<file path="src/rtl/bpred_pkg.sv">
package bpred_pkg;
   localparam int unsigned CTR_W = 2;
   typedef logic [CTR_W-1:0] ctr_t;
   localparam ctr_t CTR_TOP = '1;
   localparam ctr_t CTR_BOT = '0;

   function automatic ctr_t ctr_step(input ctr_t cur, input logic up);
      ctr_t r;
      if (up) r = (cur == CTR_TOP) ? cur : cur + ctr_t'(1);
      else    r = (cur == CTR_BOT) ? cur : cur - ctr_t'(1);
      return r;
   endfunction
endpackage

</file>
<file path="src/rtl/bpred_dir_table.sv">
module bpred_dir_table
   import bpred_pkg::*;
#(
   parameter int unsigned PC_W    = 32,
   parameter int unsigned IDX_W   = 6,
   parameter int unsigned ALIGN_W = 2,
   parameter int unsigned INIT    = 1
) (
   input  logic            clk,
   input  logic            rst_n,
   input  logic [PC_W-1:0] lk_pc,
   output logic            lk_taken,
   input  logic            up_en,
   input  logic [PC_W-1:0] up_pc,
   input  logic            up_taken
);
   localparam int unsigned DEPTH = 1 << IDX_W;

   if (IDX_W + ALIGN_W > PC_W) begin : g_bad_idx
      $error("bpred_dir_table: index does not fit in PC");
   end
   if (INIT > 3) begin : g_bad_init
      $error("bpred_dir_table: INIT out of counter range");
   end

   ctr_t             cnt_q [DEPTH];
   logic [IDX_W-1:0] lk_idx, up_idx;
   ctr_t             up_cur;

   assign lk_idx   = lk_pc[ALIGN_W +: IDX_W];
   assign up_idx   = up_pc[ALIGN_W +: IDX_W];
   assign lk_taken = cnt_q[lk_idx][CTR_W-1];
   assign up_cur   = cnt_q[up_idx];

   for (genvar e = 0; e < DEPTH; e++) begin : g_ent
      always_ff @(posedge clk or negedge rst_n) begin
         if (!rst_n)
            cnt_q[e] <= ctr_t'(INIT);
         else if (up_en && up_idx == IDX_W'(e))
            cnt_q[e] <= ctr_step(cnt_q[e], up_taken);
      end
   end

   a_r3_step_up: assert property (@(posedge clk) disable iff (!rst_n)
      (up_en && up_taken && up_cur != CTR_TOP) |=>
         cnt_q[$past(up_idx)] == $past(up_cur) + ctr_t'(1));
   a_r3_step_down: assert property (@(posedge clk) disable iff (!rst_n)
      (up_en && !up_taken && up_cur != CTR_BOT) |=>
         cnt_q[$past(up_idx)] == $past(up_cur) - ctr_t'(1));
   a_r3_hold_top: assert property (@(posedge clk) disable iff (!rst_n)
      (up_en && up_taken && up_cur == CTR_TOP) |=> cnt_q[$past(up_idx)] == CTR_TOP);
   a_r3_hold_bottom: assert property (@(posedge clk) disable iff (!rst_n)
      (up_en && !up_taken && up_cur == CTR_BOT) |=> cnt_q[$past(up_idx)] == CTR_BOT);
endmodule

</file>
<file path="src/rtl/bpred_tgt_buf.sv">
module bpred_tgt_buf #(
   parameter int unsigned PC_W    = 32,
   parameter int unsigned IDX_W   = 4,
   parameter int unsigned ALIGN_W = 2
) (
   input  logic            clk,
   input  logic            rst_n,
   input  logic [PC_W-1:0] lk_pc,
   output logic            lk_hit,
   output logic [PC_W-1:0] lk_tgt,
   input  logic            wr_en,
   input  logic [PC_W-1:0] wr_pc,
   input  logic [PC_W-1:0] wr_tgt
);
   localparam int unsigned DEPTH = 1 << IDX_W;
   localparam int unsigned TAG_W = PC_W - IDX_W - ALIGN_W;
   localparam int unsigned TAG_LO = IDX_W + ALIGN_W;

   if (TAG_W < 1) begin : g_bad_tag
      $error("bpred_tgt_buf: no tag bits left");
   end

   logic             vld_q [DEPTH];
   logic [TAG_W-1:0] tag_q [DEPTH];
   logic [PC_W-1:0]  tgt_q [DEPTH];
   logic [IDX_W-1:0] lk_idx, wr_idx;
   logic [TAG_W-1:0] lk_tag, wr_tag;

   assign lk_idx = lk_pc[ALIGN_W +: IDX_W];
   assign wr_idx = wr_pc[ALIGN_W +: IDX_W];
   assign lk_tag = lk_pc[PC_W-1:TAG_LO];
   assign wr_tag = wr_pc[PC_W-1:TAG_LO];
   assign lk_hit = vld_q[lk_idx] && (tag_q[lk_idx] == lk_tag);
   assign lk_tgt = tgt_q[lk_idx];

   for (genvar e = 0; e < DEPTH; e++) begin : g_ent
      always_ff @(posedge clk or negedge rst_n) begin
         if (!rst_n) begin
            vld_q[e] <= 1'b0;
            tag_q[e] <= '0;
            tgt_q[e] <= '0;
         end else if (wr_en && wr_idx == IDX_W'(e)) begin
            vld_q[e] <= 1'b1;
            tag_q[e] <= wr_tag;
            tgt_q[e] <= wr_tgt;
         end
      end
   end

   a_r7_fill: assert property (@(posedge clk) disable iff (!rst_n)
      wr_en |=> vld_q[$past(wr_idx)] && tgt_q[$past(wr_idx)] == $past(wr_tgt)
               && tag_q[$past(wr_idx)] == $past(wr_tag));
   a_r7_untouched: assert property (@(posedge clk) disable iff (!rst_n)
      !wr_en |=> vld_q[$past(lk_idx)] == $past(vld_q[lk_idx]));
endmodule

</file>
<file path="src/rtl/bpred_resolve.sv">
module bpred_resolve #(
   parameter int unsigned PC_W    = 32,
   parameter int unsigned ALIGN_W = 2
) (
   input  logic            res_valid,
   input  logic [PC_W-1:0] res_pc,
   input  logic            res_taken,
   input  logic [PC_W-1:0] res_target,
   input  logic [PC_W-1:0] res_pred_npc,
   output logic            mispredict,
   output logic [PC_W-1:0] flush_pc
);
   localparam logic [PC_W-1:0] STEP = PC_W'(1) << ALIGN_W;

   logic [PC_W-1:0] seq_pc;
   assign seq_pc     = res_pc + STEP;
   assign flush_pc   = res_taken ? res_target : seq_pc;
   assign mispredict = res_valid && (flush_pc != res_pred_npc);
endmodule

</file>
<file path="src/rtl/bpred_fetch_unit.sv">
module bpred_fetch_unit #(
   parameter int unsigned PC_W       = 32,
   parameter int unsigned DIR_IDX_W  = 6,
   parameter int unsigned TGT_IDX_W  = 4,
   parameter int unsigned ALIGN_W    = 2,
   parameter int unsigned CTR_INIT   = 1
) (
   input  logic            clk,
   input  logic            rst_n,
   input  logic [PC_W-1:0] fetch_pc,
   output logic            pred_taken,
   output logic            btb_hit,
   output logic [PC_W-1:0] next_pc,
   input  logic            res_valid,
   input  logic [PC_W-1:0] res_pc,
   input  logic            res_taken,
   input  logic [PC_W-1:0] res_target,
   input  logic [PC_W-1:0] res_pred_npc,
   output logic            mispredict,
   output logic [PC_W-1:0] flush_pc
);
   localparam logic [PC_W-1:0] STEP = PC_W'(1) << ALIGN_W;

   if (ALIGN_W >= PC_W) begin : g_bad_align
      $error("bpred_fetch_unit: ALIGN_W too large");
   end

   logic [PC_W-1:0] hit_tgt;

   bpred_dir_table #(
      .PC_W(PC_W), .IDX_W(DIR_IDX_W), .ALIGN_W(ALIGN_W), .INIT(CTR_INIT)
   ) u_dir (
      .clk(clk), .rst_n(rst_n),
      .lk_pc(fetch_pc), .lk_taken(pred_taken),
      .up_en(res_valid), .up_pc(res_pc), .up_taken(res_taken)
   );

   bpred_tgt_buf #(
      .PC_W(PC_W), .IDX_W(TGT_IDX_W), .ALIGN_W(ALIGN_W)
   ) u_tgt (
      .clk(clk), .rst_n(rst_n),
      .lk_pc(fetch_pc), .lk_hit(btb_hit), .lk_tgt(hit_tgt),
      .wr_en(res_valid && res_taken), .wr_pc(res_pc), .wr_tgt(res_target)
   );

   bpred_resolve #(
      .PC_W(PC_W), .ALIGN_W(ALIGN_W)
   ) u_res (
      .res_valid(res_valid), .res_pc(res_pc), .res_taken(res_taken),
      .res_target(res_target), .res_pred_npc(res_pred_npc),
      .mispredict(mispredict), .flush_pc(flush_pc)
   );

   assign next_pc = (btb_hit && pred_taken) ? hit_tgt : fetch_pc + STEP;

   a_r8_needs_resolve: assert property (@(posedge clk) disable iff (!rst_n)
      mispredict |-> res_valid);
   a_r6_redirect_needs_hit: assert property (@(posedge clk) disable iff (!rst_n)
      (next_pc != fetch_pc + STEP) |-> (btb_hit && pred_taken));
endmodule

</file>
<file path="config.mk">
export PLATFORM = sky130hd
export DESIGN_NAME = bpred_fetch_unit
export DESIGN_NICKNAME = d
export VERILOG_FILES = /design/src/rtl/bpred_pkg.sv /design/src/rtl/bpred_dir_table.sv /design/src/rtl/bpred_tgt_buf.sv /design/src/rtl/bpred_resolve.sv /design/src/rtl/bpred_fetch_unit.sv
export SDC_FILE = /design/constraint.sdc
export NUM_CORES = 2
export LEC_CHECK = 0
export BUFFER_PORTS_ARGS = -buffer_cell sky130_fd_sc_hd__buf_2
export CORE_ASPECT_RATIO = 2
export CORE_MARGIN = 2
export CORE_UTILIZATION = 35
export CTS_CLUSTER_DIAMETER = 100
export DETAILED_ROUTE_END_ITERATION = 8
export MAX_ROUTING_LAYER = met4
export PLACE_DENSITY = 0.53
export SYNTH_ARGS = -nofsm -noshare
export SYNTH_HDL_FRONTEND = slang
export SYNTH_HIERARCHICAL = 1
export SYNTH_SLANG_ARGS = --single-unit
export TNS_END_PERCENT = 30
</file>
<file path="constraint.sdc">
create_clock -name clk -period 7.07 [get_ports clk]
set_clock_uncertainty 0.15 [all_clocks]
set_input_delay 1.7675 -clock clk [delete_from_list [all_inputs] [get_ports clk]]
set_output_delay 1.7675 -clock clk [all_outputs]
set_load 0.03 [all_outputs]
</file>
* Word level (Yosys, flattened, before mapping)
Index checks and enable logic that the tools add are counted.
Word-level totals: bits in latches 0, memories kept 0, input port bits 132, register bits 1072, ROM bits 0, memory bits (writable) 0, word-level logic and storage cells 938, output and inout bits 67
Operators by class: order comparisons 2, div/mod/pow operators 0, muxes and demuxes 206, $add $sub $neg 130, reduce and logical (&&, ||, !) cells 214, shift-type cells 0, bitwise operators 2, multiply operators 0, eq/ne operators 272
Operator list (count):
- two-way mux 2 bit | 194
- inequality test 2 bit, second input constant | 128
- == test 6 bit, second input constant | 32
- AND reduction 3 bit | 64
- adder 2 x 1 -> 2 bit, second input constant | 64
- binary-select mux 32 bit (select 4 bit) | 1
- == test 2 bit, second input constant | 64
- logical NOT 2 bit | 64
- two-way mux 32 bit | 4
- subtractor 2 x 1 -> 2 bit, second input constant | 64
- binary-select mux 26 bit (select 4 bit) | 1
- == test 6 x 5 -> 1 bit, second input constant | 16
- logical AND 1 bit | 84
- adder 32 x 3 -> 32 bit, second input constant | 2
- two-way mux 26 bit | 2
- == test 6 x 4 -> 1 bit, second input constant | 8
- == test 4 bit, second input constant | 8
- inequality test 32 bit | 1
- == test 26 bit | 1
- == test 6 x 3 -> 1 bit, second input constant | 4
- == test 4 x 3 -> 1 bit, second input constant | 4
- binary-select mux 2 bit (select 6 bit) | 1
- == test 6 x 2 -> 1 bit, second input constant | 2
- == test 4 x 2 -> 1 bit, second input constant | 2
- 10 further kinds | 11

* Logic depth before layout (Yosys ltp)
depth in word-level cells 8, gate-level depth with buffers 15, depth with buffers taken out 10

* Cells and area by module
The synthesis kept the hierarchy.
Modules (own cells, without submodules):
- bpred_tgt_buf | area each 42744.7 um2, instances 1, cells each 2606, sequential area each 23622.7 um2
- bpred_dir_table | area each 7343.3 um2, instances 1, cells each 814, sequential area each 3283.1 um2
- bpred_resolve | area each 2210.9 um2, instances 1, cells each 345, sequential area each 0.0 um2
- bpred_fetch_unit | area each 937.1 um2, instances 1, cells each 152, sequential area each 0.0 um2

* Worst setup path before layout
No wires, ideal clock.
kind input-to-output, from input fetch_pc[3], to output next_pc[10], data arrival time 5288 ps, buffers on the path 4, setup slack -135 ps, data required time 5152 ps, stages 12, cells stage by stage buf_4 -> buf_2 -> mux4_2 -> a2111oi_2 -> a31oi_1 -> a2111oi_2 -> a41oi_1 -> nor4_2 -> nand2_2 -> clkbuf_8 -> clkbuf_1 -> a21oi_1
On the way: longest elaborated chain between the ends 8, elaborated cells on any way between the ends 19, those cells by class add/sub (1); eq/ne (1); mux (13); bitwise (2); reduce/logical (2)
Ends and longest elaborated chain:
- start, declared | line bpred_fetch_unit.sv:10 | input logic [PC_W-1:0] fetch_pc,
- NOT 4 -> 5 bit (implied by the code) * | line bpred_tgt_buf.sv:33 | assign lk_hit = vld_q[lk_idx] && (tag_q[lk_idx] == lk_tag);
- binary-select mux 26 bit (select 4 bit) | line bpred_tgt_buf.sv:33
- two-way mux 26 bit (implied by the code) (2 in series) | line bpred_tgt_buf.sv:33
- == test 26 bit | line bpred_tgt_buf.sv:33
- logical AND 1 bit * | line bpred_tgt_buf.sv:33
- named net btb_hit | line bpred_fetch_unit.sv:12 | output logic btb_hit,
- logical AND 1 bit * | line bpred_fetch_unit.sv:54 | assign next_pc = (btb_hit && pred_taken) ? hit_tgt : fetch_pc + STEP;
- two-way mux 32 bit * | line bpred_fetch_unit.sv:54
- end, declared | line bpred_fetch_unit.sv:13 | output logic [PC_W-1:0] next_pc,
The timed path passes the listed nets; every way through them passes the cells marked *. The select of a mux whose other input is x is not followed.

* Worst setup path after layout
from input fetch_pc[3], to output next_pc[3]
On the way: longest elaborated chain between the ends 8, elaborated cells on any way between the ends 19, those cells by class add/sub (1); eq/ne (1); mux (13); bitwise (2); reduce/logical (2)
Ends and longest elaborated chain (line):
- NOT 4 -> 5 bit (implied by the code) | bpred_tgt_buf.sv:33, bpred_tgt_buf.sv:34
- binary-select mux 26 bit (select 4 bit) | bpred_tgt_buf.sv:33
- two-way mux 26 bit (implied by the code) (2 in series) | bpred_tgt_buf.sv:33
- == test 26 bit | bpred_tgt_buf.sv:33
- logical AND 1 bit | bpred_tgt_buf.sv:33
- logical AND 1 bit | bpred_fetch_unit.sv:54
- two-way mux 32 bit * | bpred_fetch_unit.sv:54
Mark *: on every way between the ends. The rest lies on a longest branch, timed or not. The select of a mux whose other input is x is not followed.

==> summary.md <==
| Metric | Value |
|---|---|
| Crit start category | primary input |
| Final Cycle Share | 0.9936 |
| Final Hold Vio Count | 0 |
| TritonCTS Buffers | 98 |
| Yosys cell types | 94 |
| MaxCap Viol Count | 0 |
| Overall via count from detail_route | 35590 |
| Synth top area share | 0.4738 |
| RD Place Congestion | 1.004 |
| Insertion delay to the later sink of the worst-skew pair | 0.73 ns |
| Post-synth EDFFs | 0 |
| Synth Instances | 3917 |
| Simple-Gate Fraction of Synth Area | 0.05758 |
| DPL Wire Length | 118.2 mm |
| Antenna violations before repair | 24 |
| WP data required | 5.15 ns |
| Crit path max fanout | 59 |
| YS warnings | 6 |
| Share of layout cells above drive strength 1 | 0.4576 |
| DRC | 0 |
| Pleak | 25.86 nW |
| Pins Over Slew Limit | 0 |
| Number of global-route vias before repair | 37210 |
| Placed cells | 5928 |
| Fill count | 14160 |
| I/O pin count | 199 |
| Setup TNS | 0 ns |
| Area share of fa/ha/maj cells after synthesis | 0.0004701 |
| Core area | 151100 sq um |
| CP Capture Type | output port |
| Routed WL | 177.3 mm |
| DIE AREA | 155400 sq um |
| Kind of critical path | primary input to output port |
| All-Layer GR Usage | 0.2341 |
| Final setup viols | 0 |
| Largest net degree at the start of global routing | 154 |
| Starting Density | 0.3522 |
| Worst-path clk slew | 0.06 ns |
| Power Density | 274.1 nW/um^2 |
| Vias per Instance | 5.801 |
| Die W | 279.8 microns |
| Syn Nets | 4051 |
| CTS Hold Bufs | 0 |
| Fmax | 142.3 MHz |
| Cell Area, Synth | 53240 sq um |
| Root buffer cell | clkbuf_16 |
| Max VDD drop | 0.2137 mV |
| Slew margin rel. | 0.1488 |
| Seq/Total Area, Yosys | 0.5054 |
| Primary FF master, synth | dfrtp_1 |
| Compound-Gate Fraction of Synth Area | 0.06315 |
| Total global routing overflow | 0 |
| Total power | 16.74 mW |
| Area growth from synthesis to layout | 14.73% |
| Mean Syn Cell Area | 13.59 sq um |
| Sink Count | 1072 |
| Crit path time final | 7.025 ns |
| Cell Count, Final, Fillers Out | 6135 |
| Worst min path class | flip-flop to flip-flop |
| RSZ-0062 raised after global routing | yes |
| Largest cells by area after synthesis | dfrtp_1, mux2_2, mux4_2, dfstp_2, clkbuf_1 |
| Antenna Nets Post-Route | 0 |
| Die height | 555.6 microns |
| Worst-margin pin slew | 1.274 ns |
| First-pass DRT Iterations | 7 |
| Final Util | 0.4041 |
| Mux contribution to synthesized area | 0.3261 |
| Depth of the CTS H-tree | 3 |
| Crit path DAT | 5.11 ns |
| Async set-reset flop share out of synthesis | 1.000 |
| Area leader, netlist | dfrtp_1 |
| Xor-xnor portion of the synthesized cell area | 0.01810 |
| Largest family of logic cells by synthesized area | multiplexers |
| First-pass GRT wire length | 259.0 mm |
| IO buf count | 198 |
| Cell Rows | 202 |
| Initial DRC count | 2582 |
| Maximum buffer depth of the clock tree | 3 |
| Nets@finish | 4247 |
| Drt wl/cell | 28.91 microns |
| Status | finished clean |
| CTS tree | yes |
| Register bit count reported by yosys | 1072 |
logic make-up (layout without fill, tap and decap cells):
group,after synthesis,count (layout)
buffers and inverters,348,618
xor gates and xnor gates,110,110
AOI/OAI and AO/OA,537,537
and+or+nand+nor,578,578
other,0,10
muxes,1270,1270
DFF,1072,1072
adders and majority gates,2,2
cells in the mapped netlist, drive strengths merged (18+ instances only):
master and number:
a211oi 39, a21oi 77, a221o 29, a31oi 93
buf 112, clkbuf 209, dfrtp 1008, dfstp 64
inv 27, mux2 936, mux2i 57, mux4 277
nand2 169, nand3 53, nand4 29, nor2 134
nor3 19, nor3b 45, nor4 18, o21ai 214
xnor2 57, xor2 53
registers in the layout, indices dropped and copies added, names as in the netlist:
register     count
u_dir/cnt_q    128
u_tgt/tgt_q    512
u_tgt/tag_q    416
u_tgt/vld_q     16
cell usage in the layout (no fill, tap or decap), types with 10 or more instances in the layout:
cell / synthesis / layout
nor3_1: 18 / 18
xor2_1: 53 / 53
dfstp_2: 64 / 64
a211oi_1: 39 / 38
mux2_2: 936 / 936
mux2i_1: 57 / 53
o21ai_1: 73 / 73
clkbuf_16: 0 / 100
dfrtp_1: 1008 / 1008
or2_2: 11 / 11
nor3b_1: 44 / 44
a21oi_1: 77 / 77
and3_1: 13 / 11
buf_2: 45 / 189
and4_1: 11 / 11
buf_12: 2 / 30
xnor2_1: 57 / 56
nor4_1: 15 / 15
nor2_1: 133 / 124
inv_1: 23 / 22
mux4_2: 274 / 274
nand4_1: 27 / 27
a221o_1: 29 / 29
a22oi_1: 11 / 11
nand2b_1: 11 / 11
clkbuf_8: 2 / 15
buf_4: 10 / 184
bufinv_16: 0 / 16
a31oi_1: 92 / 92
o21ai_0: 141 / 141
clkinv_2: 0 / 12
clkbuf_1: 207 / 17
nand3_1: 51 / 51
nand2_1: 167 / 166
nor2b_1: 14 / 14
diode_2: 0 / 10
layout make-up:
class                      count  area, sq um  area share
tap                         1938         2425     0.03970
clock inverter                44        770.7     0.01262
timing repair buffer         417         3179     0.05205
multi-input combinational   2497        24940      0.4084
inverter                      27        103.9    0.001700
antenna                       10        25.02   0.0004097
sequential                  1072        26910      0.4405
clock buffer                 130         2723     0.04458
power by group:
group          switching [mW]  internal, mW  leakage [nW]  total, mW
clock network            2.54          3.32          1.69       5.86
registers               0.580          7.24          13.3       7.82
logic                    1.40          1.65          10.9       3.05
worst max-delay path: stages:
cell and delay [ns]:
buf_16 0.17, buf_4 0.16, mux4_2 0.50, mux2i_2 0.18, buf_4 0.19, xnor2_1 0.08, o32ai_2 0.25, o211ai_1 0.14
or4_4 0.45, nor4_4 0.37, nand2_4 0.11, buf_12 0.19, mux2_2 0.30, buf_2 0.17
repair_timing:
item / in CTS / in global routing
setup endpoints to repair: 3 / 32
gates cloned: 1 / 2
buffers inserted: 0 / 20
gates resized for setup: 7 / 15
pin swaps: 0 / 2
routing by layer:
layer / track usage / share of wire / vias up
met5: - / 0 / -
met1: 0.2789 / 0.40 / 19110
met3: 0.02833 / 0.041 / 326
li1: - / - / 15070
met2: 0.4014 / 0.51 / 1092
met4: 0.09517 / 0.044 / 0
through the flow:
stage	hold slack (ns)	instance area (sq um)	setup WS, ns
detailed placement	0.2997	57240	-0.07319
global route	0.3281	61070	-0.03669
finish	0.3132	61080	0.04499
global placement	0.2948	57240	-0.04582
CTS	0.3172	60800	0.007012
floorplan	0.2787	53240	0.06866
path summary, 6_finish.rpt:
check | end | depth (start not counted) | start | slack [ns]
worst min-delay path | u_tgt/vld_q[1] | 1 | u_tgt/vld_q[1] | 0.31
min in group asynchronous | u_tgt/tgt_q[322] | 1 | rst_n | 0.84
worst min register to register | u_tgt/vld_q[1] | 1 | u_tgt/vld_q[1] | 0.31
max in group asynchronous | u_dir/cnt_q[119] | 2 | rst_n | 4.40
worst max-delay path | next_pc[3] | 14 | fetch_pc[3] | 0.04
worst max register to register | u_dir/cnt_q[8] | 4 | u_dir/cnt_q[8] | 5.77
(Power assumes the default switching activity.)
